--- config.mk ---
export PLATFORM = sky130hd
export DESIGN_NAME = scto_supervisor
export DESIGN_NICKNAME = d
export VERILOG_FILES = /design/src/rtl/scto_pkg.sv /design/src/rtl/scto_timer.sv /design/src/rtl/scto_dur_mon.sv /design/src/rtl/scto_irq.sv /design/src/rtl/scto_supervisor.sv
export SDC_FILE = /design/constraint.sdc
export NUM_CORES = 1
export LEC_CHECK = 0
export BUFFER_PORTS_ARGS = -buffer_cell sky130_fd_sc_hd__buf_4
export CAP_MARGIN = 20
export CORE_ASPECT_RATIO = 1.4
export CORE_MARGIN = 4
export CORE_UTILIZATION = 35
export CTS_BUF_LIST = sky130_fd_sc_hd__clkbuf_8
export DETAILED_ROUTE_END_ITERATION = 10
export GPL_TIMING_DRIVEN = 0
export SYNTH_ARGS = -nofsm -noshare
export SYNTH_HDL_FRONTEND = slang
export SYNTH_SLANG_ARGS = --single-unit
--- constraint.sdc ---
create_clock -name clk -period 6.6 [get_ports clk]
set_clock_uncertainty 0.2 [all_clocks]
set_input_delay 1.32 -clock clk [delete_from_list [all_inputs] [get_ports clk]]
set_output_delay 1.32 -clock clk [all_outputs]
set_load 0.02 [all_outputs]
--- src/rtl/scto_pkg.sv ---
// Shared definitions for the response timeout supervisor.
// Assumes: four monitors, indexed in the fixed order given here.
package scto_pkg;
    localparam int N_TO = 4;
    typedef enum logic [1:0] {
        TO_START = 2'd0,
        TO_CHAR  = 2'd1,
        TO_DUR   = 2'd2,
        TO_BLK   = 2'd3
    } to_idx_e;
endpackage

--- src/rtl/scto_timer.sv ---
// One-shot response timer.
// Counts tick pulses after an arm event. It fires once when a tick arrives
// with the count already at or above the limit. A stop, an arm or a fire
// ends the run. Assumes the arm and stop strobes last a single cycle.
module scto_timer #(
    parameter int CNT_W = 20
) (
    input  logic             clk,
    input  logic             rst_n,
    input  logic             tick,
    input  logic             arm,
    input  logic             stop,
    input  logic [CNT_W-1:0] limit,
    output logic             fire,
    output logic             active
);
    logic [CNT_W-1:0] count_q;
    logic             active_q;

    // Timeout event: an armed timer, left alone this cycle, reaches its limit
    always_comb fire = active_q && tick && !stop && !arm && (count_q >= limit);

    // Run state and count; stop has priority over arm, and arm over counting
    always_ff @(posedge clk) begin
        if (!rst_n) begin
            active_q <= 1'b0;
            count_q  <= '0;
        end else if (stop) begin
            active_q <= 1'b0;
        end else if (arm) begin
            active_q <= 1'b1;
            count_q  <= '0;
        end else if (fire) begin
            active_q <= 1'b0;
        end else if (active_q && tick) begin
            count_q  <= count_q + 1'b1;
        end
    end

    assign active = active_q;

    // a fire ends the arming; nothing fires again without a new arm
    a_r7_single_fire: assert property (@(posedge clk) disable iff (!rst_n)
        fire |=> (!active_q && !fire));
endmodule

--- src/rtl/scto_dur_mon.sv ---
// Answer-to-reset total duration monitor.
// Arms on the first character start of a phase and times the total in etu.
// A tail counter is reloaded at each character start. The window closes
// once the done pulse has been seen and the tail has run out. Assumes
// that abort is held high while no answer-to-reset phase is running.
module scto_dur_mon #(
    parameter int CNT_W    = 20,
    parameter int TAIL_ETU = 12
) (
    input  logic             clk,
    input  logic             rst_n,
    input  logic             tick,
    input  logic             start_evt,
    input  logic             done_evt,
    input  logic             abort,
    input  logic [CNT_W-1:0] limit,
    output logic             fire
);
    localparam int TAIL_W = $clog2(TAIL_ETU + 1);

    logic              used_q;
    logic              closing_q;
    logic [TAIL_W-1:0] tail_q;
    logic              active;
    logic              arm;
    logic              stop;

    // Arm only once per phase; end on abort or once the tail has closed
    always_comb begin
        arm  = start_evt && !active && !used_q && !abort;
        stop = abort || (closing_q && (tail_q == '0));
    end

    // Phase bookkeeping: used flag, closing flag and tail counter
    always_ff @(posedge clk) begin
        if (!rst_n || abort) begin
            used_q    <= 1'b0;
            closing_q <= 1'b0;
            tail_q    <= '0;
        end else begin
            if (arm)
                used_q <= 1'b1;
            if (start_evt && (active || arm))
                tail_q <= TAIL_W'(TAIL_ETU);
            else if (tick && (tail_q != '0))
                tail_q <= tail_q - 1'b1;
            if (arm)
                closing_q <= 1'b0;
            else if (done_evt && active)
                closing_q <= 1'b1;
        end
    end

    scto_timer #(.CNT_W(CNT_W)) u_total (
        .clk   (clk),
        .rst_n (rst_n),
        .tick  (tick),
        .arm   (arm),
        .stop  (stop),
        .limit (limit),
        .fire  (fire),
        .active(active)
    );

    // an end without abort or fire happens only at a closed, drained window
    a_r5_close_after_tail: assert property (@(posedge clk) disable iff (!rst_n)
        ($fell(active) && !$past(abort) && !$past(fire))
            |-> ($past(closing_q) && ($past(tail_q) == '0)));
endmodule

--- src/rtl/scto_irq.sv ---
// Sticky status and interrupt combiner.
// Sets a status bit on each timeout event and clears it by write-one-to-clear.
// A set wins over a clear in the same cycle. Each bit is masked into its
// interrupt, and the interrupts are ORed into one summary line.
module scto_irq #(
    parameter int N = 4
) (
    input  logic         clk,
    input  logic         rst_n,
    input  logic [N-1:0] set,
    input  logic [N-1:0] clr,
    input  logic [N-1:0] mask,
    output logic [N-1:0] status,
    output logic [N-1:0] irq,
    output logic         irq_any
);
    logic [N-1:0] status_q;

    // Per-bit sticky flag with set priority
    for (genvar i = 0; i < N; i++) begin : g_bit
        always_ff @(posedge clk) begin
            if (!rst_n)
                status_q[i] <= 1'b0;
            else if (set[i])
                status_q[i] <= 1'b1;
            else if (clr[i])
                status_q[i] <= 1'b0;
        end
    end

    // Output gating and summary line
    always_comb begin
        status  = status_q;
        irq     = status_q & mask;
        irq_any = |irq;
    end

    // a set bit is lost only through its own clear strobe
    a_r8_sticky: assert property (@(posedge clk) disable iff (!rst_n)
        (status_q != '0) |=> ((($past(status_q) & ~$past(clr)) & ~status_q) == '0));
endmodule

--- src/rtl/scto_supervisor.sv ---
// Smart card response timeout supervisor (top).
// Runs four monitors: start (card clocks), character gap, total duration
// and block wait (etu). Only a start timeout requests deactivation by
// itself. Assumes every strobe input is a single-cycle pulse on clk.
module scto_supervisor
    import scto_pkg::*;
#(
    parameter int CNT_W    = 20,
    parameter int TAIL_ETU = 12
) (
    input  logic             clk,
    input  logic             rst_n,
    input  logic             clk_tick,
    input  logic             etu_tick,
    input  logic             rst_release,
    input  logic             rx_start,
    input  logic             tx_start,
    input  logic             atr_phase,
    input  logic             atr_done,
    input  logic             deact,
    input  logic [CNT_W-1:0] lim_start,
    input  logic [CNT_W-1:0] lim_char,
    input  logic [CNT_W-1:0] lim_dur,
    input  logic [CNT_W-1:0] lim_blk,
    input  logic [N_TO-1:0]  irq_mask,
    input  logic [N_TO-1:0]  status_clr,
    output logic [N_TO-1:0]  status,
    output logic [N_TO-1:0]  irq,
    output logic             irq_any,
    output logic             deact_req
);
    logic [N_TO-1:0] fire;
    logic            start_act;
    logic            char_act;
    logic            blk_act;
    logic            deact_q;

    // Start monitor: reset release to first received start bit
    scto_timer #(.CNT_W(CNT_W)) u_start (
        .clk   (clk),
        .rst_n (rst_n),
        .tick  (clk_tick),
        .arm   (rst_release),
        .stop  (rx_start || deact),
        .limit (lim_start),
        .fire  (fire[TO_START]),
        .active(start_act)
    );

    // Character monitor: gap between received characters during the phase
    scto_timer #(.CNT_W(CNT_W)) u_char (
        .clk   (clk),
        .rst_n (rst_n),
        .tick  (etu_tick),
        .arm   (rx_start && atr_phase),
        .stop  (deact || atr_done || !atr_phase),
        .limit (lim_char),
        .fire  (fire[TO_CHAR]),
        .active(char_act)
    );

    // Duration monitor: whole stream plus tail
    scto_dur_mon #(.CNT_W(CNT_W), .TAIL_ETU(TAIL_ETU)) u_dur (
        .clk      (clk),
        .rst_n    (rst_n),
        .tick     (etu_tick),
        .start_evt(rx_start && atr_phase),
        .done_evt (atr_done),
        .abort    (deact || !atr_phase),
        .limit    (lim_dur),
        .fire     (fire[TO_DUR])
    );

    // Block monitor: last transmitted character to first reply character
    scto_timer #(.CNT_W(CNT_W)) u_blk (
        .clk   (clk),
        .rst_n (rst_n),
        .tick  (etu_tick),
        .arm   (tx_start && !atr_phase),
        .stop  (rx_start || deact),
        .limit (lim_blk),
        .fire  (fire[TO_BLK]),
        .active(blk_act)
    );

    scto_irq #(.N(N_TO)) u_irq (
        .clk    (clk),
        .rst_n  (rst_n),
        .set    (fire),
        .clr    (status_clr),
        .mask   (irq_mask),
        .status (status),
        .irq    (irq),
        .irq_any(irq_any)
    );

    // Autonomous deactivation request, one cycle, on start timeout
    always_ff @(posedge clk) begin
        if (!rst_n)
            deact_q <= 1'b0;
        else
            deact_q <= fire[TO_START];
    end

    assign deact_req = deact_q;

    // the request always comes with the start status flag
    a_r2_deact_with_status: assert property (@(posedge clk) disable iff (!rst_n)
        deact_req |-> status[TO_START]);

    // the request lasts a single cycle
    a_r2_deact_pulse: assert property (@(posedge clk) disable iff (!rst_n)
        deact_req |=> !deact_req);

    // a deactivation leaves no monitor of the start/char/block set running
    a_r10_deact_stops: assert property (@(posedge clk) disable iff (!rst_n)
        deact |=> (!start_act && !char_act && !blk_act));
endmodule

; ---- Word-level counts from Yosys, hierarchy flattened
; Index checks and enable logic that the tools add are counted.
; Widths: inputs -> output; s select.
[word_totals]
reg_bits = 95
latchBits = 0
mem_bits_rw = 0
mem_bits_ro = 0
out_inout_bits = 10
word_cells = 134
memories = 0
[op_classes]
add_sub_neg = 5
n_mul = 0
div_mod_pow = 0
order_cmp = 4
n_eq_ne = 4
shifts = 0
muxes = 30
n_bitwise = 5
reduce_logical = 69
[op_table]
columns = op, n
row1 = $mux 20, 12
row2 = $add 20x1->20 const B, 4
row3 = $ge 20x20->1, 4
row4 = $reduce_bool 2->1, 13
row5 = $logic_and 1x1->1, 25
row6 = $mux 1, 16
row7 = $logic_not 1->1, 12
row8 = $reduce_and 3->1, 4
row9 = $reduce_or 2->1, 5
row10 = $mux 4, 2
row11 = $logic_or 1x1->1, 7
row12 = $and 4x4->4, 1
row13 = $logic_not 4->1, 1
row14 = $ne 2x1->1 const B, 2
row15 = $ne 2x2->1 const B, 2
row16 = $not 1->1, 4
row17 = $reduce_bool 4->1, 1
row18 = $reduce_or 4->1, 1
row19 = $sub 4x1->4 const B, 1

; ---- Logic depth before layout (Yosys ltp)
[depth]
word_depth = 9
depth_mapped = 11
depth_no_buf = 9

; ---- Cells and area by module
; A second synthesis with hierarchy kept.
[unflattened]
hier_cells = 859
hier_area_um2 = 6764.0
[modules_own_cells]
columns = module, instances, cells_each, area_per_inst_um2, seq_area_each_um2
row1 = scto_timer (u_blk ...), 3, 196, 1511.4, 420.4
row2 = scto_timer (u_char), 1, 211, 1675.4, 420.4
row3 = scto_dur_mon, 1, 36, 315.3, 120.1
row4 = scto_irq, 1, 17, 173.9, 80.1
row5 = scto_supervisor, 1, 7, 65.1, 20.0

; ---- Worst setup path before layout
; No wires, ideal clock.
[synth_timing]
path_kind = in2reg
start = in lim_dur[13]
end = reg u_dur.u_total.count_q[16]
t_arrival_ns = 3.574
t_required_ns = 6.327
slack_ns = 2.753
path_stages = 10
n_path_buf = 1
path_cell_list = inv_1 -> ha_1 -> a21o_1 -> a221o_1 -> a221oi_2 -> o21ai_2 -> or4_1 -> buf_2 -> or3_1 -> a21oi_1
[synth_between]
elab_chain_cells = 4
[synth_lines]
columns = element, line
row1 = "start, declared", scto_supervisor.sv:23  ; input logic [CNT_W-1:0] lim_dur,
row2 = $ge 20x20->1, scto_timer.sv:21  ; always_comb fire = active_q && tick && !stop && !arm && (count_q >= limit);
row3 = $logic_and 1x1->1, scto_timer.sv:21
row4 = $ne 2x2->1 (no line), -
row5 = $reduce_and 3->1 (no line), -
row6 = "end signal, assigned", scto_timer.sv:36  ; count_q <= count_q + 1'b1;
row7 = "end, declared", scto_timer.sv:17  ; logic [CNT_W-1:0] count_q;
; Every way passes these cells.
; A chain may end at the register's enable or synchronous reset.

; ---- Final worst setup path
[layout_timing]
start = in lim_blk[17]
end = reg u_blk.count_q[0]
[layout_between]
elab_chain_cells = 4
[layout_lines]
columns = element, line
row1 = "start, declared", scto_supervisor.sv:24  ; input logic [CNT_W-1:0] lim_blk,
row2 = $ge 20x20->1, scto_timer.sv:21
row3 = $logic_and 1x1->1, scto_timer.sv:21
row4 = $ne 2x1->1 (no line), -
row5 = $reduce_and 3->1 (no line), -
row6 = "end signal, assigned", scto_timer.sv:36
row7 = "end, declared", scto_timer.sv:17
; Every way passes these cells.

==> impl_metrics.xml <==
<?xml version="1.0" encoding="UTF-8"?>
<metrics>
  <group name="run_status">
    <metric name="result_of_the_run" unit="">finished clean</metric>
  </group>
  <group name="setup_path">
    <metric name="rr_endpoint" unit="">u_blk.count_q[0]</metric>
    <metric name="timing.critical_path.required" unit="ns">6.67</metric>
    <metric name="critical_path_class" unit="">input pin to flop</metric>
    <metric name="crit_path_end_kind" unit="">flop</metric>
    <metric name="critical_path_data_arrival_time" unit="ns">4.02</metric>
    <metric name="number_of_cell_instances_on_the_worst_register_to_register_path" unit="">8</metric>
    <metric name="critPathMaxFanout" unit="">10</metric>
    <metric name="ff_to_ff_start" unit="">u_blk.count_q[17]</metric>
    <metric name="startpoint_type" unit="">input pin</metric>
    <metric name="reg2reg_slack" unit="ns">3.32</metric>
  </group>
  <group name="floorplanning">
    <metric name="starting_density_of_the_core" unit="">0.354</metric>
    <metric name="core_area" unit="µm²">18500</metric>
    <metric name="dieArea" unit="µm²">21000</metric>
    <metric name="die_y" unit="µm">170</metric>
    <metric name="design.portCount" unit="">108</metric>
    <metric name="die_span_x" unit="µm">124</metric>
    <metric name="num_rows" unit="">59</metric>
  </group>
  <group name="clocking">
    <metric name="htree_num_levels" unit="">3</metric>
    <metric name="clk_transition_reported_paths" unit="ns">0.10</metric>
    <metric name="tritoncts_sinks" unit="">95</metric>
    <metric name="tritoncts" unit="">done</metric>
    <metric name="count_of_instances_resized_after_the_clock_tree_is_built" unit="">0</metric>
    <metric name="worst_skew_pair.late_latency" unit="ns">0.37</metric>
    <metric name="post-cts-setup-buffers" unit="">0</metric>
    <metric name="ctsLongestPathBuffers" unit="">2</metric>
    <metric name="ctsHoldBuffers" unit="">0</metric>
    <metric name="cts.root.buffer_cell" unit="">clkbuf_8</metric>
    <metric name="total_cts_buffers" unit="">9</metric>
  </group>
  <group name="logic_synthesis">
    <metric name="post_synth_inst_count" unit="">838</metric>
    <metric name="synth_simple_gate_area_frac" unit="">0.273</metric>
    <metric name="post_synth_main_area_contributors" unit="">dfxtp_1, ha_1, inv_1</metric>
    <metric name="main_combinational_cell_family_by_area_after_synthesis" unit="">simple AND/OR/NAND/NOR gates</metric>
    <metric name="synth-seq-area-share" unit="">0.290</metric>
    <metric name="syn_area_per_cell" unit="µm²">7.84</metric>
    <metric name="number_of_flip_flops_and_latches_in_the_synthesized_netlist" unit="">95</metric>
    <metric name="synth_top_cells_by_count" unit="">dfxtp_1, inv_1, ha_1</metric>
    <metric name="synthDominantCellAreaShare" unit="">0.290</metric>
    <metric name="mappedNetlistArea" unit="µm²">6570</metric>
    <metric name="synth-async-reset-ratio" unit="">0</metric>
    <metric name="synth_area_leader_cell" unit="">dfxtp_1</metric>
    <metric name="synth_top_flop_cell" unit="">dfxtp_1</metric>
    <metric name="synth.area.mux_share" unit="">0.00457</metric>
    <metric name="synth_most_common_cell" unit="">dfxtp_1</metric>
    <metric name="share_of_the_synthesized_netlist_area_taken_by_xor_and_xnor_gates" unit="">0.0667</metric>
    <metric name="synth-adder-area-share" unit="">0.164</metric>
    <metric name="synth_edf_count" unit="">0</metric>
    <metric name="yosysWarnings" unit="">0</metric>
    <metric name="postSynthNetCount" unit="">1022</metric>
    <metric name="synth_compound_gate_area_share" unit="">0.138</metric>
    <metric name="ys_types" unit="">59</metric>
  </group>
  <group name="worst_hold_path">
    <metric name="min_to" unit="">u_dur.u_total.count_q[19]</metric>
    <metric name="hold_class" unit="">flop to flop</metric>
    <metric name="worstHoldStart" unit="">u_dur.u_total.count_q[19]</metric>
    <metric name="min_path_cells" unit="">2</metric>
  </group>
  <group name="routing">
    <metric name="vias_per_cell" unit="">5.06</metric>
    <metric name="final_wirelength" unit="µm">15800</metric>
    <metric name="post_drt_wl_per_cell" unit="µm">13.1</metric>
    <metric name="drt-pass1-iter-count" unit="">4</metric>
    <metric name="detailedRoute.firstIterationViolations" unit="">189</metric>
    <metric name="drt.antenna.violating_nets" unit="">0</metric>
    <metric name="post-route-drc-count" unit="">0</metric>
    <metric name="vias" unit="">6101</metric>
  </group>
  <group name="place">
    <metric name="port_buffers" unit="">107</metric>
    <metric name="detailedPlacementHpwl" unit="µm">12800</metric>
    <metric name="postPlaceCellArea" unit="µm²">7670</metric>
    <metric name="routabilityCongestion" unit="">0.790</metric>
  </group>
  <group name="power_and_ir_drop">
    <metric name="power.ir.vdd_worst" unit="mV">0.0755</metric>
    <metric name="leakage" unit="nW">3.50</metric>
    <metric name="power.density" unit="nW/µm²">140</metric>
    <metric name="total_power" unit="mW">1.11</metric>
  </group>
  <group name="cells_and_area">
    <metric name="flow.area_growth_from_synthesis" unit="%">20.2</metric>
    <metric name="final_net_count" unit="">1140</metric>
    <metric name="diodes" unit="">0</metric>
    <metric name="stdcell_area" unit="µm²">7890</metric>
    <metric name="drive_above_1_share" unit="">0.138</metric>
  </group>
  <group name="sta">
    <metric name="worst-slew-pin-transition" unit="ns">0.987</metric>
    <metric name="report.final.setup_viol" unit="">0</metric>
    <metric name="min_period" unit="ns">3.95</metric>
    <metric name="final_max_slew_viol_count" unit="">0</metric>
    <metric name="finalSetupTns" unit="ns">0</metric>
    <metric name="fin_crit_sh" unit="">0.598</metric>
    <metric name="max_clock_freq" unit="MHz">253</metric>
    <metric name="rsz0062_at_grt" unit="">no</metric>
    <metric name="finalHoldViolCount" unit="">0</metric>
    <metric name="max-slew-margin-rel" unit="">0.336</metric>
  </group>
  <group name="global_route">
    <metric name="grt_max_degree" unit="">17</metric>
    <metric name="antenna_found_initial" unit="">0</metric>
    <metric name="groute.usage.overall" unit="">0.155</metric>
    <metric name="gr-total-overflow" unit="">0</metric>
    <metric name="grt_pass1_vias" unit="">5879</metric>
    <metric name="grt_pass1_wl" unit="µm">26800</metric>
  </group>
  <group name="job">
    <metric name="max-cap-violations" unit="">0</metric>
  </group>
</metrics>
layout make-up:
| cell class | count | area [µm²] |
|---|---|---|
| multi-input combinational | 631 | 4240 |
| fill | 1953 | 10600 |
| clock inverter | 5 | 63.8 |
| timing repair buffer | 107 | 803 |
| inverter | 94 | 353 |
| tap | 244 | 305 |
| buffer | 18 | 70.1 |
| clock buffer | 11 | 151 |
| sequential | 95 | 1900 |
worst max-delay path by stage:
stage                start                        end  slack [ns]
2_1_floorplan  lim_dur[13]  u_dur.u_total.count_q[16]        2.75
6_report       lim_blk[17]           u_blk.count_q[0]        2.65
3_5_place_dp   lim_blk[17]           u_blk.count_q[0]        2.34
5_1_grt        lim_blk[17]           u_blk.count_q[0]        2.45
3_3_place_gp   lim_blk[17]           u_blk.count_q[0]        2.33
4_1_cts        lim_blk[17]           u_blk.count_q[0]        2.73
cell usage in the layout, fill, tap and decap left out, types with 3 or more instances in the layout:
master / instances
o211ai_1: 4
o21ai_0: 33
and4_1: 7
nor3_1: 24
nand2b_1: 7
a21o_1: 7
or2_2: 3
o2111ai_1: 4
a221oi_1: 3
ha_1: 86
a21boi_0: 4
and3_1: 14
nand2_1: 63
dfxtp_1: 95
buf_4: 107
nor2_1: 80
mux2i_1: 3
clkbuf_1: 14
a21oi_1: 48
nand3_1: 43
or3_1: 19
o31ai_1: 9
nor2b_1: 7
and2_1: 20
nor4_1: 13
xor2_1: 21
inv_1: 94
clkbuf_8: 11
xnor2_1: 29
a211oi_1: 4
or4_1: 9
nand4_1: 33
metal layers:
metal,GRT usage,part of all wire,up-vias
li1,-,-,3203
met1,0.189,0.43,2790
met2,0.280,0.52,101
met3,0.0253,0.046,7
met4,0.0381,0.0084,0
met5,0,0,-
critical path: stages:
cell and delay, ns:
buf_4 0.07, inv_1 0.03, ha_1 0.29, a21o_1 0.17, a21o_1 0.17, a221oi_1 0.68, o21ai_1 0.37, clkbuf_1 0.33
or4_1 0.52, o31ai_1 0.07
power breakdown:
part / internal [mW] / switching, mW / leakage (nW)
clock network: 0.200 / 0.219 / 0.107
registers: 0.574 / 0.00101 / 0.765
logic: 0.0589 / 0.0540 / 2.63
cells by family (layout without fill, tap and decap cells):
logic type | after synthesis | after routing
XOR/XNOR | 50 | 50
AND/OR/NAND/NOR | 350 | 350
adder cells (fa/ha/maj) | 86 | 86
multiplexers | 3 | 3
AO/OA/AOI/OAI | 142 | 142
buffers and inverters | 112 | 235
flip-flops | 95 | 95
per-stage QoR:
stage / utilization / worst slack (ns) / hold slack (ns) / instances
after floorplan: - / 2.75 / 0.246 / 838
after global placement: 0.414 / 2.33 / 0.275 / 1189
after detailed placement: 0.414 / 2.34 / 0.284 / 1189
after CTS: 0.426 / 2.73 / 0.297 / 1205
after global routing: 0.426 / 2.45 / 0.328 / 1205
final: 0.426 / 2.65 / 0.295 / 1205
flip-flops by register name (all words and copies together), names as in the netlist, 4 cells and up:
name and cells:
u_irq.status 4, u_dur.u_total.count_q 20, u_blk.count_q 20, u_char.count_q 20
u_dur.tail_q 4, u_start.count_q 20
(Power assumes the default switching activity.)
